--- src/rtl/sicg_pkg.sv ---
package sicg_pkg;

  // Per-cycle control decoded from the block inputs.
  typedef struct packed {
    logic load;     // restart from a new seed
    logic advance;  // emit a vector and move the run on
  } sicg_ctrl_t;

  function automatic sicg_ctrl_t decode_ctrl(input logic enable, input logic seed_load);
    sicg_ctrl_t c;
    c.load    = seed_load;
    c.advance = enable & ~seed_load;
    return c;
  endfunction

endpackage

--- src/rtl/sicg_seed_lfsr.sv ---
module sicg_seed_lfsr #(
  parameter int unsigned       WIDTH      = 8,
  parameter logic [WIDTH-1:0]  TAPS       = 8'hB8,
  parameter logic [WIDTH-1:0]  RESET_SEED = 8'h5A
) (
  input  logic             clk,
  input  logic             rst_n,
  input  logic             load,
  input  logic [WIDTH-1:0] load_val,
  input  logic             step,
  output logic [WIDTH-1:0] seed
);

  // Right-shifting Galois step.
  function automatic logic [WIDTH-1:0] lfsr_next(input logic [WIDTH-1:0] s);
    return {1'b0, s[WIDTH-1:1]} ^ (s[0] ? TAPS : '0);
  endfunction

  // A zero seed would lock the register, so it is swapped for the default.
  function automatic logic [WIDTH-1:0] safe_seed(input logic [WIDTH-1:0] v);
    return (v == '0) ? RESET_SEED : v;
  endfunction

  logic             zero_load;
  logic [WIDTH-1:0] seed_d;

  assign zero_load = load && (load_val == '0);

  always_comb begin
    seed_d = seed;
    if (load)      seed_d = safe_seed(load_val);
    else if (step) seed_d = lfsr_next(seed);
  end

  always_ff @(posedge clk or negedge rst_n) begin
    if (!rst_n) seed <= RESET_SEED;
    else        seed <= seed_d;
  end


  seed_nonzero_chk: assert property (@(posedge clk) disable iff (!rst_n)
    seed != '0);


  seed_moves_chk: assert property (@(posedge clk) disable iff (!rst_n)
    (step && !load) |=> (seed != $past(seed)));


  seed_rests_chk: assert property (@(posedge clk) disable iff (!rst_n)
    (!step && !load) |=> $stable(seed));


  zero_load_chk: assert property (@(posedge clk) disable iff (!rst_n)
    zero_load |=> (seed == RESET_SEED));

endmodule

--- src/rtl/sicg_run_counter.sv ---
module sicg_run_counter #(
  parameter int unsigned RUN_BITS = 8
) (
  input  logic                clk,
  input  logic                rst_n,
  input  logic                clear,
  input  logic                advance,
  output logic [RUN_BITS-1:0] count,
  output logic                wrap
);

  localparam logic [RUN_BITS-1:0] CNT_MAX = '1;

  function automatic logic [RUN_BITS-1:0] count_next(input logic [RUN_BITS-1:0] c);
    return (c == CNT_MAX) ? '0 : c + RUN_BITS'(1);
  endfunction

  // Wrap event: the cycle in which the run ends and the seed must step.
  assign wrap = advance && !clear && (count == CNT_MAX);

  always_ff @(posedge clk or negedge rst_n) begin
    if (!rst_n)       count <= '0;
    else if (clear)   count <= '0;
    else if (advance) count <= count_next(count);
  end


  wrap_to_zero_chk: assert property (@(posedge clk) disable iff (!rst_n)
    wrap |=> (count == '0));


  count_holds_chk: assert property (@(posedge clk) disable iff (!rst_n)
    (!advance && !clear) |=> $stable(count));

endmodule

--- src/rtl/sicg_gray_mix.sv ---
module sicg_gray_mix #(
  parameter int unsigned WIDTH    = 8,
  parameter int unsigned RUN_BITS = 8
) (
  input  logic                clk,
  input  logic                rst_n,
  input  logic                capture,
  input  logic [RUN_BITS-1:0] count,
  input  logic [WIDTH-1:0]    seed,
  output logic [WIDTH-1:0]    pattern,
  output logic                valid,
  output logic                run_first
);

  localparam int unsigned PAD = WIDTH - RUN_BITS;

  function automatic logic [RUN_BITS-1:0] to_gray(input logic [RUN_BITS-1:0] b);
    return b ^ (b >> 1);
  endfunction

  logic [RUN_BITS-1:0] gray;
  logic [WIDTH-1:0]    gray_w;
  logic [WIDTH-1:0]    mix;

  assign gray = to_gray(count);

  generate
    if (PAD == 0) begin : g_full
      assign gray_w = gray;
    end else begin : g_pad
      assign gray_w = {{PAD{1'b0}}, gray};
    end
  endgenerate

  assign mix = seed ^ gray_w;

  always_ff @(posedge clk or negedge rst_n) begin
    if (!rst_n) begin
      pattern   <= '0;
      valid     <= 1'b0;
      run_first <= 1'b0;
    end else begin
      valid <= capture;
      if (capture) begin
        pattern   <= mix;
        run_first <= (count == '0);
      end
    end
  end


  one_bit_step_chk: assert property (@(posedge clk) disable iff (!rst_n)
    (valid && $past(valid) && !run_first) |-> ($countones(pattern ^ $past(pattern)) == 1));

endmodule

--- src/rtl/sic_pattern_gen.sv ---
module sic_pattern_gen
  import sicg_pkg::*;
#(
  parameter int unsigned       WIDTH      = 8,
  parameter int unsigned       RUN_BITS   = 8,
  parameter logic [WIDTH-1:0]  TAPS       = 8'hB8,
  parameter logic [WIDTH-1:0]  RESET_SEED = 8'h5A
) (
  input  logic             clk,
  input  logic             rst_n,
  input  logic             enable,
  input  logic             seed_load,
  input  logic [WIDTH-1:0] seed_in,
  output logic [WIDTH-1:0] pattern,
  output logic             pattern_valid
);

  sicg_ctrl_t          ctrl;
  logic [RUN_BITS-1:0] run_count;
  logic                run_wrap;
  logic [WIDTH-1:0]    seed;
  logic                run_first;

  assign ctrl = decode_ctrl(enable, seed_load);

  sicg_run_counter #(.RUN_BITS(RUN_BITS)) u_count (
    .clk     (clk),
    .rst_n   (rst_n),
    .clear   (ctrl.load),
    .advance (ctrl.advance),
    .count   (run_count),
    .wrap    (run_wrap)
  );

  sicg_seed_lfsr #(.WIDTH(WIDTH), .TAPS(TAPS), .RESET_SEED(RESET_SEED)) u_seed (
    .clk      (clk),
    .rst_n    (rst_n),
    .load     (ctrl.load),
    .load_val (seed_in),
    .step     (run_wrap),
    .seed     (seed)
  );

  sicg_gray_mix #(.WIDTH(WIDTH), .RUN_BITS(RUN_BITS)) u_mix (
    .clk       (clk),
    .rst_n     (rst_n),
    .capture   (ctrl.advance),
    .count     (run_count),
    .seed      (seed),
    .pattern   (pattern),
    .valid     (pattern_valid),
    .run_first (run_first)
  );


  idle_hold_chk: assert property (@(posedge clk) disable iff (!rst_n)
    (!enable && !seed_load) |=> (!pattern_valid && $stable(pattern)));


  load_restart_chk: assert property (@(posedge clk) disable iff (!rst_n)
    seed_load |=> (!pattern_valid && $stable(pattern) && run_count == '0));


  valid_follows_enable_chk: assert property (@(posedge clk) disable iff (!rst_n)
    (enable && !seed_load) |=> pattern_valid);

endmodule

--- config.mk ---
export PLATFORM = sky130hd
export DESIGN_NAME = sic_pattern_gen
export DESIGN_NICKNAME = d
export VERILOG_FILES = /design/src/rtl/sicg_pkg.sv /design/src/rtl/sicg_seed_lfsr.sv /design/src/rtl/sicg_run_counter.sv /design/src/rtl/sicg_gray_mix.sv /design/src/rtl/sic_pattern_gen.sv
export SDC_FILE = /design/constraint.sdc
export NUM_CORES = 1
export LEC_CHECK = 0
export ABC_AREA = 1
export BUFFER_PORTS_ARGS = -buffer_cell sky130_fd_sc_hd__buf_4
export CELL_PAD_IN_SITES_DETAIL_PLACEMENT = 1
export CELL_PAD_IN_SITES_GLOBAL_PLACEMENT = 1
export CORE_ASPECT_RATIO = 2
export CORE_UTILIZATION = 41
export CTS_CLUSTER_DIAMETER = 50
export DETAILED_ROUTE_END_ITERATION = 10
export HOLD_SLACK_MARGIN = 0.1
export PLACE_DENSITY = 0.89
export SLEW_MARGIN = 20
export SYNTH_ARGS = -nofsm -noshare
export SYNTH_HDL_FRONTEND = slang
export SYNTH_HIERARCHICAL = 1
export SYNTH_SLANG_ARGS = --single-unit
--- constraint.sdc ---
create_clock -name clk -period 2 [get_ports clk]
set_clock_uncertainty 0.1 [all_clocks]
set_input_delay 0.2 -clock clk [delete_from_list [all_inputs] [get_ports clk]]
set_output_delay 0.2 -clock clk [all_outputs]
set_load 0.02 [all_outputs]
==> results of run 1 <==
routing by layer:
layer  GRT usage (%)  vias up  wire (um)
met2           47.69       24       2559
li1                -      703          -
met4           10.19        0        121
met3           1.443        8         48
met1           26.63      706       1565
met5               0        -          0
power by group:
part / total (mW) / internal [mW] / leakage, nW / switching [mW]
Sequential: 0.591 / 0.554 / 0.315 / 0.0363
Clock: 0.300 / 0.142 / 0.0228 / 0.158
Combinational: 0.238 / 0.102 / 0.563 / 0.135
Total: 1.13 / 0.799 / 0.900 / 0.330
worst max-delay path: stages (launching register included):
cell,delay [ns]
dfrtp_1,0.38
ha_1,0.22
nand2_2,0.08
nor2_2,0.16
inv_2,0.07
nor4_2,0.14
buf_4,0.19
nor2_4,0.06
a22oi_1,0.19
o21ai_1,0.13
layout make-up:
class / count / area [um^2]
repair buffers: 29 / 227.7
flip-flops and latches: 25 / 630.6
multi-input cells: 153 / 754.5
clock buffers: 4 / 45.04
well taps: 48 / 60.06
inverters: 27 / 103.9
fillers: 464 / 1632
worst paths after layout:
path	startpoint	to	slack [ns]	depth (start not counted)
setup / recovery	u_count/count[0]	u_seed/seed[5]	0.15	9
hold / removal	seed_in[3]	u_seed/seed[3]	0.15	5
setup reg to reg	u_count/count[0]	u_seed/seed[5]	0.15	9
hold reg to reg	u_mix/pattern[1]	u_mix/pattern[1]	0.39	2
max in group asynchronous	rst_n	u_seed/seed[6]	1.23	2
min in group asynchronous	rst_n	u_mix/pattern[4]	0.27	2
flip-flops by register name, indices dropped and copies added (netlist names):
register	count
u_mix/valid	1
u_count/count	8
u_mix/pattern	8
u_seed/seed	8
placed cells by master (no fill, tap or decap), drive strengths merged, types with 4 or more instances in the layout:
cell,instances
ha,5
dfstp,4
dlygate4sd3,4
xnor2,6
inv,27
clkbuf,4
o21ai,13
nand3,12
nand2,87
dfrtp,21
nor2,19
buf,25
metrics by stage:
stage | total power [mW] | utilization (%) | instance area, um^2
after floorplan | 0.7240 | - | 1511
final | 1.129 | 52.75 | 1822
after CTS | 1.145 | 52.54 | 1814
after global routing | 1.197 | 52.75 | 1822
after detailed placement | 0.8326 | 50.07 | 1729
after global placement | 0.8225 | 50.07 | 1729
repair_timing:
| action | in CTS | in global routing |
|---|---|---|
| hold buffers | 4 | 0 |
| endpoints found under the hold margin | 28 | 0 |
| setup buffers | 0 | 1 |
| endpoints found under the setup margin | 0 | 1 |
| resized for setup | 0 | 0 |
==> out/metrics.yaml, run 1 <==
layout:
  nNetsFinal: 256
  num_antenna_cells: 0
  drive_above_1_share_pct: 20.17
  fin_cells: 286
  area_delta_synth_final_pct: 20.53
sta:
  worstMarginPinSlew_ns: 0.5581
  hold_viol_final: 0
  fmax_mhz: 541.1
  rsz0062_at_grt: "false"
  tns_ns: 0
  setup_ws_ns: 0.1521
  period_minus_slack_ns: 1.848
  maxSlewViolCount: 0
  period_share_pct: 92.40
  hold_ws_ns: 0.1536
  setup_violations: 0
  relSlewSlack_pct: 62.65
yosys:
  synthCells: 207
  synth_fp_nets: 224
  syn_avg_cell_area_um2: 7.302
  syn-cell-area_mm2: 0.001511
  ys_warn_count: 6
routing:
  via_count: 1441
  route.detailed.drc: 0
  drt-vias-per-instance: 5.038
  wl_mm: 4.295
  drtPass1Iterations: 4
  drtAntennaViolNets: 0
  drtIter0Drc: 20
  routedWlPerCell_um: 15.02
critical_path:
  setup.worst_path.class: "reg -> reg"
  critical_path_arrival_ns: 1.89
  required_ns: 2.04
  cp_max_fo: 9
  critPathCaptureType: "flop"
  start_kind: "flop"
run:
  cap_violations: 0
global_route:
  grt_pass1_wl_mm: 7.120
  grt_antenna_before_repair: 0
  overflow: 0
  gr-usage-all-layers_pct: 24.97
  grt_pass1_vias: 1550
  grt_max_degree: 26
floorplanning:
  die_x_um: 44.93
  dieHeight_um: 87.87
  die_area_mm2: 0.003948
  placementRows: 30
  core_area_mm2: 0.003453
  boundaryPins: 21
  start_util_pct: 43.77
cts:
  clock_latency_ns: 0.27
  cts_root_buffer: "clkbuf_8"
  cts_tree: "built"
  numClockSinks: 25
  cts.path.max_buffers: 2
  ctsHtreeMaxLevel: 1
  clk_pin_slew_worst_paths_ns: 0.09
  numCtsBuffers: 3
power_and_ir_drop:
  p_leak_nw: 0.9004
  irDropWorstVdd_mv: 0.4082
  power.density_mw_per_mm2: 619.5
placed_design:
  port_buffers: 20
  place_hpwl_mm: 3.279
  gp_congestion: 0.8020
  placedCellCount: 277
  place_ws_ns: 0.1368
run_status:
  status: "completed"
min_path:
  min_path_type: "in -> reg"
Power figures use the tool's default switching activity.
==> inputs of run 2 (changes only) <==
Settings changed: CORE_ASPECT_RATIO 2 to default, GPL_ROUTABILITY_DRIVEN from default to 1.
==> run 2 against run 1 <==
Effect of this change:
- combinational power shrank 2%
- fmax grew 3.8%
- power grew 1.4%
- via count shrank 0.35%
- non-clock buffer count is the same
- sequential power is essentially flat
- register-to-register slack gained 0.07 ns
- sequential cell count is the same
==> out/metrics.yaml, run 2 (synthesized netlist as in run 1, its figures left out) <==
critical_path:
  start_kind: "flop"
  cp_max_fo: 9
  cp-startpoint: "u_count/count[0]"
  rr_startpoint: "u_count/count[0]"
  required_ns: 2.07
  critical_path_arrival_ns: 1.85
  critPathCaptureType: "flop"
  setup.worst_path.class: "reg -> reg"
cts:
  numCtsBuffers: 3
  cts_root_buffer: "clkbuf_8"
  ctsHtreeMaxLevel: 1
  clk_pin_slew_worst_paths_ns: 0.10
  cts.path.max_buffers: 2
  post_cts_buffers: 0
  clock_latency_ns: 0.28
  cts-resized-gates: 0
  cts_tree: "built"
  numClockSinks: 25
placed_design:
  port_buffers: 20
  place_hpwl_mm: 2.860
  placedCellCount: 276
  gp_congestion: 0.7846
global_route:
  grt_antenna_before_repair: 0
  grtUsageMet3_pct: 3.467
  grt.busiest_layer: "met2"
  grt_pass1_vias: 1495
  use_met1_pct: 29.49
  overflow: 0
  grt_max_degree: 26
  grt_pass1_wl_mm: 6.948
  grt_use_met2_pct: 37.23
  gr-usage-all-layers_pct: 22.94
routing:
  via_count: 1436
  drtPass1Iterations: 4
  drt-vias-per-instance: 5.056
  drtIter0Drc: 61
  drtAntennaViolNets: 0
  wl_mm: 3.986
  routedWlPerCell_um: 14.04
  route.detailed.drc: 0
sta:
  hold_viol_final: 0
  setup_violations: 0
  period_share_pct: 89.01
  fmax_mhz: 561.8
  relSlewSlack_pct: 66.22
  tns_ns: 0
  period_minus_slack_ns: 1.780
  worstMarginPinSlew_ns: 0.5048
  maxSlewViolCount: 0
  hold_ws_ns: 0.1066
  rsz0062_at_grt: "false"
layout:
  reg_top3: "u_count/count (8), u_mix/pattern (8), u_seed/seed (8)"
  fin_cells: 284
  layout_commonest_cell: "nand2_1"
  drive_above_1_share_pct: 20.59
  nNetsFinal: 256
  num_antenna_cells: 0
  mostFrequentLayoutCells: "84 x nand2_1, 25 x buf_4, 21 x inv_1, 21 x dfrtp_1, 15 x nor2_1"
  area_delta_synth_final_pct: 20.61
  nFillCells: 462
floorplanning:
  start_util_pct: 43.91
  die_x_um: 62.72
  placementRows: 21
  boundaryPins: 21
  die_area_mm2: 0.003933
  dieHeight_um: 62.72
  core_area_mm2: 0.003442
power_and_ir_drop:
  p_leak_nw: 0.8995
  power.density_mw_per_mm2: 627.9
  power_mw: 1.145
  irDropWorstVdd_mv: 0.2933
run:
  cap_violations: 0
run_status:
  status: "completed"
min_path:
  min_path_type: "in -> reg"
  holdCritStartpoint: "seed_load"
==> run 2: cell types whose count changed in the layout (fill, tap and decap cells not counted) <==
cell	delta
clkbuf_1	-1
clkinvlp_4	+1
==> run 2: timing repair <==
item / CTS / global route
hold buffers: 4 / 0
endpoints found under the setup margin: 0 / 0
hold endpoints to repair: 28 / 0
==> run 2: routing by layer <==
layer  wire length [um]  vias up
li1                   -      701
met1               1803      697
met2               1946       28
met3                117       10
met4                119        0
met5                  0        -
==> run 2: cell type report <==
class / count / area [um^2] / area share, %
clock buffer: 3 / 41.29 / 2.265
inverter: 27 / 103.9 / 5.697
tap: 46 / 57.56 / 3.157
timing repair buffer: 29 / 227.7 / 12.49
clock inverter: 1 / 7.507 / 0.4118
multi-input combinational: 153 / 754.5 / 41.39
sequential: 25 / 630.6 / 34.59
==> run 2: per-stage QoR <==
step	util [%]	worst slack, ns	area, um^2
finish	52.96	0.2199	1823
global route	52.96	0.05732	1823
CTS	52.96	0.2343	1823
detailed placement	50.38	0.2636	1734
global placement	50.38	0.3418	1734
floorplan	-	0.2054	1511
==> run 2: final timing paths <==
check,to,slack (ns),cells past startpoint
max,u_seed/seed[5],0.22,9
max reg2reg,u_seed/seed[5],0.22,9
max in group asynchronous,u_seed/seed[1],1.25,2
min in group asynchronous,u_mix/pattern[6],0.26,2
min reg2reg,u_mix/pattern[5],0.40,2
min,u_seed/seed[1],0.11,3
==> run 2: power by group <==
group | leakage [nW] | switching [mW] | internal, mW
Sequential | 0.315 | 0.0394 | 0.555
Clock | 0.0217 | 0.176 | 0.142
Combinational | 0.563 | 0.132 | 0.101
Total | 0.900 | 0.348 | 0.797
==> run 2: worst max-delay path, cell delays in order, from the launching register on <==
cell and delay (ns):
dfrtp_1 0.42, ha_1 0.22, nand2_2 0.08, nor2_2 0.16, inv_2 0.06, nor4_2 0.13, buf_4 0.18, nor2_4 0.06
a22oi_1 0.16, o21ai_1 0.10
